$ cat src/rtl/fe_mem_pkg.sv
package fe_mem_pkg;

  localparam logic [2:0] OP_LOAD  = 3'b001;
  localparam logic [2:0] OP_STORE = 3'b010;
  localparam logic [2:0] OP_TAKE  = 3'b011;
  localparam logic [2:0] OP_PUT   = 3'b100;

  // strobes from control to datapath for the current request
  typedef struct packed {
    logic respond;    // a response is due next cycle
    logic grant;      // request accepted
    logic writeWord;  // write reqData into the addressed word
    logic readWord;   // return the addressed word
    logic setFull;    // mark the addressed word full
    logic clrFull;    // mark the addressed word empty
  } strobe_t;

endpackage

$ cat src/rtl/fe_mem_ctrl.sv
module fe_mem_ctrl
  import fe_mem_pkg::*;
(
  input  logic       reqValid,
  input  logic [2:0] reqOp,
  input  logic       tagAtAddr,
  output strobe_t    strobes
);

  always_comb begin
    strobes = '0;
    strobes.respond = reqValid;
    if (reqValid) begin
      case (reqOp)
        OP_LOAD: begin
          strobes.grant    = 1'b1;
          strobes.readWord = 1'b1;
        end
        OP_STORE: begin
          strobes.grant     = 1'b1;
          strobes.writeWord = 1'b1;
        end
        OP_TAKE: begin
          if (tagAtAddr) begin
            strobes.grant    = 1'b1;
            strobes.readWord = 1'b1;
            strobes.clrFull  = 1'b1;
          end
        end
        OP_PUT: begin
          if (!tagAtAddr) begin
            strobes.grant     = 1'b1;
            strobes.writeWord = 1'b1;
            strobes.setFull   = 1'b1;
          end
        end
        default: ;
      endcase
    end
  end

endmodule

$ cat src/rtl/fe_mem_dpath.sv
module fe_mem_dpath
  import fe_mem_pkg::*;
#(
  parameter int DATA_W = 32,
  parameter int ADDR_W = 4
) (
  input  logic              clk,
  input  logic              rstN,
  input  strobe_t           strobes,
  input  logic [ADDR_W-1:0] reqAddr,
  input  logic [DATA_W-1:0] reqData,
  output logic              tagAtAddr,
  output logic              rspValid,
  output logic              rspOk,
  output logic [DATA_W-1:0] rspData,
  output logic              rspFull
);

  localparam int DEPTH = 1 << ADDR_W;

  logic [DATA_W-1:0] words [DEPTH];
  logic [DEPTH-1:0]  fullBits;
  logic              tagNext;

  assign tagAtAddr = fullBits[reqAddr];
  assign tagNext   = strobes.setFull ? 1'b1 :
                     strobes.clrFull ? 1'b0 : tagAtAddr;

  // data storage, no reset
  always_ff @(posedge clk) begin
    if (strobes.writeWord) words[reqAddr] <= reqData;
  end

  // one presence tag per word
  for (genvar g = 0; g < DEPTH; g++) begin : g_tag
    always_ff @(posedge clk or negedge rstN) begin
      if (!rstN) begin
        fullBits[g] <= 1'b0;
      end else if (reqAddr == ADDR_W'(g)) begin
        if (strobes.setFull)      fullBits[g] <= 1'b1;
        else if (strobes.clrFull) fullBits[g] <= 1'b0;
      end
    end
  end

  always_ff @(posedge clk or negedge rstN) begin
    if (!rstN) begin
      rspValid <= 1'b0;
      rspOk    <= 1'b0;
      rspData  <= '0;
      rspFull  <= 1'b0;
    end else begin
      rspValid <= strobes.respond;
      rspOk    <= strobes.grant;
      rspData  <= strobes.readWord ? words[reqAddr] : '0;
      rspFull  <= strobes.respond ? tagNext : 1'b0;
    end
  end

endmodule

$ cat src/rtl/fe_word_mem.sv
module fe_word_mem
  import fe_mem_pkg::*;
#(
  parameter int DATA_W = 32,
  parameter int ADDR_W = 4
) (
  input  logic              clk,
  input  logic              rstN,
  input  logic              reqValid,
  input  logic [2:0]        reqOp,
  input  logic [ADDR_W-1:0] reqAddr,
  input  logic [DATA_W-1:0] reqData,
  output logic              rspValid,
  output logic              rspOk,
  output logic [DATA_W-1:0] rspData,
  output logic              rspFull
);

  strobe_t strobes;
  logic    tagAtAddr;

  fe_mem_ctrl u_ctrl (
    .reqValid  (reqValid),
    .reqOp     (reqOp),
    .tagAtAddr (tagAtAddr),
    .strobes   (strobes)
  );

  fe_mem_dpath #(.DATA_W(DATA_W), .ADDR_W(ADDR_W)) u_dpath (
    .clk       (clk),
    .rstN      (rstN),
    .strobes   (strobes),
    .reqAddr   (reqAddr),
    .reqData   (reqData),
    .tagAtAddr (tagAtAddr),
    .rspValid  (rspValid),
    .rspOk     (rspOk),
    .rspData   (rspData),
    .rspFull   (rspFull)
  );

endmodule

$ cat config.mk
export PLATFORM = sky130hd
export DESIGN_NAME = fe_word_mem
export DESIGN_NICKNAME = d
export VERILOG_FILES = /design/src/rtl/fe_mem_pkg.sv /design/src/rtl/fe_mem_ctrl.sv /design/src/rtl/fe_mem_dpath.sv /design/src/rtl/fe_word_mem.sv
export SDC_FILE = /design/constraint.sdc
export NUM_CORES = 1
export LEC_CHECK = 0
export ABC_AREA = 1
export BUFFER_PORTS_ARGS = -buffer_cell sky130_fd_sc_hd__buf_4
export CAP_MARGIN = 20
export CORE_MARGIN = 2
export CORE_UTILIZATION = 55
export DETAILED_ROUTE_END_ITERATION = 6
export PLACE_DENSITY = 0.72
export SYNTH_ARGS = -nofsm -noshare
export SYNTH_HDL_FRONTEND = slang
export SYNTH_HIERARCHICAL = 1
export SYNTH_SLANG_ARGS = --single-unit
$ cat constraint.sdc
create_clock -name clk -period 3.4 [get_ports clk]
set_input_delay 0.68 -clock clk [delete_from_list [all_inputs] [get_ports clk]]
set_output_delay 0.68 -clock clk [all_outputs]
set_load 0.02 [all_outputs]
* Word-level counts from Yosys, hierarchy flattened *
Memories as Yosys holds them, arrays and structs flattened.
Cells that the tools add are included.

word-level totals
  flip-flop bits (word level) = 51
  RAM bits = 512
  input port bits = 42
  output and inout bits = 35
  word-level logic and storage cells = 79
  memories kept = 1

memory list
  name           words  width  rd ports  clocked after Yosys merged registers in  write ports  line                RTL
  u_dpath.words  16     32     1         0                                        1            fe_mem_dpath.sv:21  logic [DATA_W-1:0] words [DEPTH];

cells by class
  $lt $le $gt $ge = 1
  equality and inequality tests = 19
  mux-type cells = 19
  reduce and logical (&&, ||, !) cells = 19

operator list
  cell                                                                   count
  4-bit == test (second input constant)                                  8
  32-bit two-way mux                                                     1
  2-bit AND reduction                                                    16
  4-bit by 3-bit == test with 1-bit output (second input constant)       4
  1-bit two-way mux                                                      12
  4-bit by 2-bit == test with 1-bit output (second input constant)       2
  3-bit by 2-bit == test with 1-bit output (second input constant)       2
  4-bit by 5-bit < comparator with 1-bit output (second input constant)  1
  5-bit two-way mux                                                      1
  1-bit binary-select mux with 4-bit select                              1
  4-bit by 1-bit == test with 1-bit output (second input constant)       1
  4-bit logical NOT                                                      1
  1-bit case mux with 2 select lines                                     2
  3-bit by 1-bit == test with 1-bit output (second input constant)       1
  3-bit == test (second input constant)                                  1
  1-bit case mux with 3 select lines                                     1
  2-bit two-way mux                                                      1
  2-bit nonzero test                                                     1
  2-bit OR reduction                                                     1

* Depth between registers and ports, before layout *
Gate-level depths: netlist of the first run.

  word-level depth = 8
  gate-level depth with buffers = 13
  gate-level depth less buffers = 12

* Cells and area by module *
The synthesis of the first run kept the hierarchy.

by module, submodules not included
  module        times used  cells an instance  area an instance (um^2)  sequential area each (um^2)
  fe_mem_dpath  1           1,428              21,094.0                 16,651.0
  fe_mem_ctrl   1           19                 87.6                     0.0

* Worst setup path before layout of the first run *
Ideal clock, no wire load.

  kind = input port to flip-flop
  start = input port reqAddr[0]
  end = memory u_dpath.words[12][0], enable pin
  setup time = 0.421 ns
  arrival time = 3.169 ns
  data required time = 2.979 ns
  slack = -0.190 ns
  stages on the path = 13
  path buffers = 2
  cell sequence = buf_4 -> nand2_1 -> nand2_1 -> nand2_1 -> nand2_1 -> nand2_1 -> nand4_1 -> inv_1 -> nand3_2 -> a21oi_1 -> inv_1 -> clkbuf_1 -> nor2_1

RTL lines
  item         line                RTL
  from (decl)  fe_word_mem.sv:11   input logic [ADDR_W-1:0] reqAddr,
  to (decl)    fe_mem_dpath.sv:21

==> results of run 1 <==
## flip-flops by register name, indices dropped and copies added (netlist names)
register / count
u_dpath/fullBits: 16
u_dpath/rspData: 32
u_dpath/rspFull: 1
u_dpath/rspOk: 1
u_dpath/rspValid: 1
u_dpath/words: 512
## final cells by class
| class | instances | area (µm²) | share of cell area |
|---|---|---|---|
| flip-flops and latches | 563 | 16700 | 0.688 |
| multi-input cells | 771 | 4070 | 0.168 |
| clock buffers | 81 | 1490 | 0.0616 |
| repair buffers | 119 | 1110 | 0.0457 |
| well taps | 511 | 639 | 0.0264 |
| inverters | 36 | 138 | 0.00568 |
| clock inverters | 14 | 123 | 0.00506 |
## worst max-delay path, cell delays in order, from the launching register on
cell	delay, ps
dfrtp_1	410
nand2_1	80
nand2_1	60
nand2_1	60
nand2_1	60
nand2_1	70
nand4_1	120
inv_1	80
nand3_2	90
a21oi_1	140
inv_1	90
buf_12	180
nor2_4	320
buf_4	300
## power groups by stage
stage	logic (µW)	clock network [µW]	registers [µW]
floorplan	401	0	7810
global placement	751	0	7800
detailed placement	763	0	7810
CTS	769	5590	7660
global route	847	5860	7660
finish	767	5510	7660
## kinds of logic after synthesis
kind of cell,Yosys count,synth area share
simple gates,479,0.0861
compound gates,292,0.0992
buf+inv,113,0.0286
flops,563,0.786
## cells in the mapped netlist (all sizes together)
cell | instances | share of area
inv | 36 | 0.0064
a21oi | 3 | 0.00071
edfxtp | 512 | 0.73
o21ai | 33 | 0.0078
nor2 | 107 | 0.020
a22oi | 256 | 0.091
nand2 | 368 | 0.065
nand3 | 2 | 0.00071
nand4 | 2 | 0.00059
buf | 61 | 0.019
clkbuf | 16 | 0.0028
dfrtp | 51 | 0.060
## layer usage
layer	track usage	wire (µm)
met3	0.0444	3980
met2	0.414	24500
met5	0	0
met1	0.355	20400
met4	0.0754	1200
## through the flow
stage          std cells  cell area (µm²)  total power (µW)
3_5_place_dp        2000            22600              8570
2_1_floorplan       1447            21200              8210
5_1_grt             2095            24200             14400
6_report            2095            24200             13900
3_3_place_gp        2000            22600              8560
4_1_cts             2095            24200             14000
## path summary, 6_finish.rpt
| check | end | slack, ps |
|---|---|---|
| min in group clk | u_dpath/rspValid$_DFF_PN0_ | 220 |
| max in group asynchronous | u_dpath/rspData[13]$_DFF_PN0_ | 2680 |
| hold / removal | u_dpath/rspData[30]$_DFF_PN0_ | 180 |
| setup / recovery | u_dpath/words[10][12]$_DFFE_PP_ | 1020 |
| hold reg to reg | u_dpath/fullBits[14]$_DFFE_PN0P_ | 520 |
| setup reg to reg | u_dpath/words[10][12]$_DFFE_PP_ | 1020 |
==> key figures, run 1 <==
Finish
  – Layout cell share with drive strength beyond 1: 0.133
  – Synth-to-Final Area Change: 14.3%
  – Fill count: 2,667
  – Fin util: 0.641
  – Fin nets: 1,585
  – Most frequent cells in the layout: 512 x edfxtp_1, 368 x nand2_1, 256 x a22oi_1
  – Commonest non-fill, non-tap cell in the layout: edfxtp_1
  – N_diodes: 0

Floorplan
  – Row count: 71
  – Initial core utilization: 0.561
  – Die Y: 200 µm
  – Ports: 77
  – DIE AREA: 40,100 µm²
  – Die width: 200 µm
  – Core Footprint: 37,800 µm²

Power
  – Switching power: 2940 µW
  – Seq pwr share: 0.550
  – Worst vdd ir: 0.477 mV
  – Sw Ratio: 0.210
  – P_leak: 0.00874 µW
  – Comb pwr share: 0.055
  – Pwr Density: 576 nW/µm²
  – Clock power frac: 0.395
  – Internal power: between 10,000 and 15,000 µW

Yosys
  – Synth cell types: 20
  – Yosys reg bits: between 500 and 600
  – Post-Synthesis Cells: 1,447
  – Cell Area, Synth: 21,200 µm²
  – Syn nets: 1,489
  – Mapped Avg Cell Area: 14.6 µm²
  – Sequential element share of the synthesized area: 0.786
  – Synth warn: 6

Routing
  – Post-route ant nets: 0
  – Final WL: 50,100 µm
  – Residual DRC: 0
  – Iter 0 DRT Violations: 1,455
  – Vias per inst: ~6.0
  – Avg WL per Cell: 23.9 µm
  – Via count: 12,490
  – Drt pass-1 iters: 5

Global route
  – First-pass GRT wire length: 76,400 µm
  – Gr ovfl total: 0
  – Total GRT Usage: 0.254
  – Vias in the first global route: between 10,000 and 15,000
  – Largest net degree at the start of global routing: a little under 90
  – Initial antenna violation count: 0

Clock network
  – Worst-Skew Late Latency: 590 ps
  – Cts hold-fix bufs: 0
  – CTS Root Cell: clkbuf_16
  – Clock Sinks: 563
  – Reg clk slew, reported paths: 60 ps
  – CTS Buf Count: 52
  – Clock Path Buffers: 3
  – Post_cts resized: 0
  – H-tree levels: 2
  – Number of setup buffers added after CTS: 0
  – CTS tree: yes

Timing
  – Final WS setup: slightly above 1000 ps
  – Fmax achieved: between 400 and 500 MHz
  – Final slew viol count: 0
  – Slew HR: 0.460
  – Crit path time final: 2380 ps
  – Final hold vios: 0
  – Clk_skew: 20.1 ps
  – Tcrit/Tclk final: 0.700
  – Hold_ws: 176 ps
  – Sum Neg Setup Slack: 0 ps
  – Endpoints failing setup: 0
  – Unrepaired setup endpoints after global routing: no
  – Actual slew at the worst max-slew pin: roughly 810 ps

Setup path
  – Critical Path Source: u_dpath/fullBits[7]$_DFFE_PN0P_
  – Crit path required time: 3670 ps
  – Critical path class: reg -> reg
  – Reg2reg path depth: 13
  – CP arrival: 2650 ps
  – Critical Path Start Type: register
  – CP Max Fanout: 16
  – Worst R2R Start: u_dpath/fullBits[7]$_DFFE_PN0P_
  – Crit. End Element: register

Place
  – RePlAce Congestion: 0.821
  – DP HPWL: roughly 30,000 µm
  – Port buffer count: 76
  – Pre-CTS setup slack: approximately 450 ps

Min path
  – Hold Crit Class: in -> async

Run
  – Number of max-cap violations: 0

Run status
  – Status: completed
Power figures use the tool's default switching activity.
==> inputs of run 2 (changes only) <==
Settings changed: ABC_AREA 1 to 0, PLACE_DENSITY 0.72 to 0.75.
Clock period 3.4 ns to 1.9 ns, I/O delays scaled along.
==> run 2 against run 1 <==
  * The flow now finishes with violations (setup timing)
  * Sequential share of layout area fell by 5.3 points
  * First-iteration DRC count decreased by 21%
  * Register-to-register slack got worse by 2000 ps
  * Sequential cell count is the same
  * Via count down 17%
  * Synthesized cell count is 35% lower
  * Critical endpoint is now u_dpath/words[2][20]$_DFFE_PP_
  * Largest cell class unchanged
  * Highest routed layer unchanged
==> key figures, run 2 <==
Setup path
  – R2R Setup Slk: -960 ps (was 1020 ps)
  – Crit path required time: 2150 ps (was 3670 ps)
  – Worst path max stage delay: 490 ps (was 410 ps)
  – Critical path class: reg -> reg (unchanged)
  – Critical Path Start Type: register (unchanged)
  – CP Max Fanout: 26 (was 16)
  – CP max stage cell: mux4_2 (was dfrtp_1)
  – Crit-path cells: mux4_2 > mux2i_2 > mux2i_1 > or3b_4 > a21oi_4 > buf_6 > buf_6 > nand2_8 > nor2_4 > buf_12 (was nand2_1 > nand2_1 > nand2_1 > nand2_1 > nand2_1 > nand4_1 > inv_1 > nand3_2 > a21oi_1 > inv_1 > buf_12 > nor2_4 > buf_4)
  – Crit. End Element: register (unchanged)
  – CP arrival: 3120 ps (was 2650 ps)
  – Crit-path most repeated cell: buf_6 (was nand2_1)

Yosys
  – Post-synth top cells: 512 x edfxtp_1, 132 x mux4_2, 67 x mux2i_1, 51 x dfrtp_1, 32 x o22ai_1 (was 512 x edfxtp_1, 368 x nand2_1, 256 x a22oi_1, 104 x nor2_1, 51 x dfrtp_1)
  – Sequential element share of the synthesized area: 0.783 (was 0.786)
  – Yosys reg bits: 563 (unchanged)
  – Number of synthesized flops with an enable pin: 512 (unchanged)
  – Mapped Avg Cell Area: 22.7 µm² (was 14.6 µm²)
  – Synth area leader: edfxtp_1 (unchanged)
  – Synth warn: 6 (unchanged)
  – Most numerous cell in the Yosys netlist: edfxtp_1 (unchanged)
  – Cell Area, Synth: 21,300 µm² (was 21,200 µm²)
  – Top cells by area, synth: edfxtp_1 72%, mux4_2 14%, dfrtp_1 6.0% (was edfxtp_1 73%, a22oi_1 9.1%, nand2_1 6.5%)
  – Syn nets: 977 (was 1,489)
  – Ys async rst share: 0.0906 (unchanged)
  – Synth cell types: 26 (was 20)
  – Synth top area share: 0.723 (was 0.726)
  – Top_reg_cell synth: edfxtp_1 (unchanged)
  – Post-Synthesis Cells: 935 (was 1,447)

Finish
  – Regs by FF count: u_dpath/words: 512 flops, u_dpath/rspData: 32 flops, u_dpath/fullBits: 16 flops (unchanged)
  – N_diodes: 0 (unchanged)
  – Max reg flops: 512 (unchanged)
  – Non-filler cells, final: 1,694 (was 2,095)
  – Synth-to-Final Area Change: 23.3% (was 14.3%)
  – Layout cell share with drive strength beyond 1: 0.412 (was 0.133)
  – Commonest non-fill, non-tap cell in the layout: edfxtp_1 (unchanged)
  – Biggest register: u_dpath/words (unchanged)
  – Most frequent cells in the layout: 512 x edfxtp_1, 132 x mux4_2, 117 x buf_4 (was 512 x edfxtp_1, 368 x nand2_1, 256 x a22oi_1)
  – Fin nets: 1,174 (was 1,585)

Power
  – Seq pwr share: 0.532 (was 0.550)
  – Comb pwr share: 0.059 (was 0.055)
  – Clock power frac: 0.409 (was 0.395)
  – Sw Ratio: 0.210 (about the same)
  – Switching power: 5400 µW (was 2940 µW)
  – Internal power: 20,400 µW (was 11,000 µW)
  – Worst vdd ir: 0.671 mV (was 0.477 mV)
  – Pwr Density: 982 nW/µm² (was 576 nW/µm²)
  – P_leak: 0.00886 µW (was 0.00874 µW)
  – Total chip power: 25,800 µW (was 13,900 µW)

Timing
  – Unrepaired setup endpoints after global routing: yes (was no)
  – Final hold vios: 0 (unchanged)
  – Final slew viol count: 0 (unchanged)
  – Clk_skew: 24.8 ps (was 20.1 ps)
  – Slew HR: 0.499 (was 0.460)
  – Sum Neg Setup Slack: -485,070 ps (was 0 ps)
  – Tcrit/Tclk final: 1.51 (was 0.700)
  – Actual slew at the worst max-slew pin: 752 ps (was 809 ps)
  – Crit path time final: 2860 ps (was 2380 ps)
  – Fmax achieved: 349 MHz (was 420 MHz)
  – Endpoints failing setup: 562 (was 0)
  – Final WS setup: -962 ps (was 1020 ps)

Routing
  – Avg WL per Cell: 29.8 µm (was 23.9 µm)
  – Via count: 10,428 (was 12,490)
  – Iter 0 DRT Violations: 1,146 (was 1,455)
  – Vias per inst: 6.16 (was 5.96)
  – Drt pass-1 iters: 5 (unchanged)
  – Final WL: 50,400 µm (was 50,100 µm)
  – Residual DRC: 0 (unchanged)
  – Post-route ant nets: 0 (unchanged)

Global route
  – Initial antenna violation count: 1 (was 0)
  – First-pass GRT wire length: 68,000 µm (was 76,400 µm)
  – Largest net degree at the start of global routing: 75 (was 89)
  – Gr ovfl total: 0 (unchanged)
  – Total GRT Usage: 0.230 (was 0.254)
  – Vias in the first global route: 10,464 (was 12,377)

Floorplan
  – Core Footprint: 38,400 µm² (was 37,800 µm²)
  – Die Y: 201 µm (was 200 µm)
  – Die width: 201 µm (was 200 µm)
  – DIE AREA: 40,300 µm² (was 40,100 µm²)
  – Initial core utilization: 0.554 (was 0.561)
  – Row count: 72 (was 71)
  – Ports: 77 (unchanged)

Place
  – RePlAce Congestion: 0.795 (was 0.821)
  – Port buffer count: 76 (unchanged)
  – Post-Place Cells: 1,562 (was 2,000)
  – DP HPWL: 27,500 µm (was 29,500 µm)

Min path
  – Hold Crit Class: in -> reg (was in -> async)

Clock network
  – Worst-Skew Late Latency: 580 ps (was 590 ps)
  – Clock Sinks: 563 (unchanged)
  – Reg clk slew, reported paths: 70 ps (was 60 ps)
  – CTS Buf Count: 53 (was 52)
  – CTS Root Cell: clkbuf_16 (unchanged)
  – H-tree levels: 2 (unchanged)
  – Clock Path Buffers: 3 (unchanged)
  – CTS tree: yes (unchanged)

Run status
  – Status: finished, violations left (was completed)
  – Failing checks: setup timing

Run
  – Number of max-cap violations: 0 (unchanged)
-- run 2: cell count changes in the layout (fill, tap and decap cells not counted), sizes merged, moves of 8 or more --
cell / change
a22oi: -256
buf: +57
inv: -34
mux2i: +67
mux4: +132
nand2: -355
nand2b: +8
nor2: -87
o22ai: +32
-- run 2: area by class of cell --
class	instances	area, µm²
tap	518	648
sequential	563	16700
timing repair buffer	191	2180
multi-input combinational	323	4990
clock buffer	73	1490
clock inverter	26	259
fill	2288	12100
-- run 2: path summary, 6_finish.rpt --
kind,from,to,cells past startpoint
max in group asynchronous,rstN,u_dpath/rspData[9]$_DFF_PN0_,2
min in group asynchronous,rstN,u_dpath/rspFull$_DFF_PN0_,2
hold reg to reg,u_dpath/fullBits[4]$_DFFE_PN0P_,u_dpath/fullBits[4]$_DFFE_PN0P_,2
setup reg to reg,u_dpath/fullBits[12]$_DFFE_PN0P_,u_dpath/words[2][20]$_DFFE_PP_,10
hold / removal,reqData[31],u_dpath/words[3][31]$_DFFE_PP_,1
setup / recovery,u_dpath/fullBits[12]$_DFFE_PN0P_,u_dpath/words[2][20]$_DFFE_PP_,10
-- run 2: per-layer routing --
| layer | GRT usage | vias up | share of wire |
|---|---|---|---|
| met3 | 0.0354 | 55 | 0.063 |
| met1 | 0.314 | 5569 | 0.39 |
| met4 | 0.0675 | 0 | 0.018 |
| met5 | 0 | - | 0 |
| li1 | - | 4321 | - |
| met2 | 0.389 | 483 | 0.53 |
-- run 2: what timing repair did --
action                     in CTS  in global routing
gates resized for setup         6                122
hold buffers                    2                  0
hold endpoints to repair       52                  0
setup endpoints to repair     562                562
gates cloned                    1                 14
buffers inserted                4                 14
pin swaps                       3                  9
-- run 2: power by group through the flow --
stage | Combinational, µW | Sequential (µW) | Clock [µW]
final | 1520 | 13700 | 10500
after global routing | 1610 | 13700 | 11100
after CTS | 1370 | 13700 | 10600
after detailed placement | 1340 | 14000 | 0
after global placement | 1320 | 13900 | 0
after floorplan | 722 | 14000 | 0
-- run 2: kinds of logic after synthesis --
kind of cell / count (synthesis) / share of synthesized area
AO/OA/AOI/OAI: 67 / 0.0180
buffers and inverters: 49 / 0.0146
flip-flops: 563 / 0.783
multiplexers: 199 / 0.171
AND/OR/NAND/NOR: 57 / 0.0131
-- run 2: critical path, delay by kind of cell (launching register included) --
family | cells | cell delay (ps)
muxes | 3 | 810
buffers and inverters | 3 | 490
and+or+nand+nor | 3 | 620
AOI/OAI and AO/OA | 1 | 210
DFF | 1 | 390
-- run 2: through the flow --
| stage | setup slack [ps] | hold slack (ps) | util | instance area (µm²) |
|---|---|---|---|---|
| after floorplan | -1180 | 84.4 | - | 21500 |
| after global placement | -1120 | 476 | 0.608 | 23300 |
| after detailed placement | -1190 | 492 | 0.608 | 23300 |
| after CTS | -917 | 98.9 | 0.656 | 25200 |
| after global routing | -1060 | 116 | 0.683 | 26200 |
| final | -962 | 112 | 0.683 | 26200 |
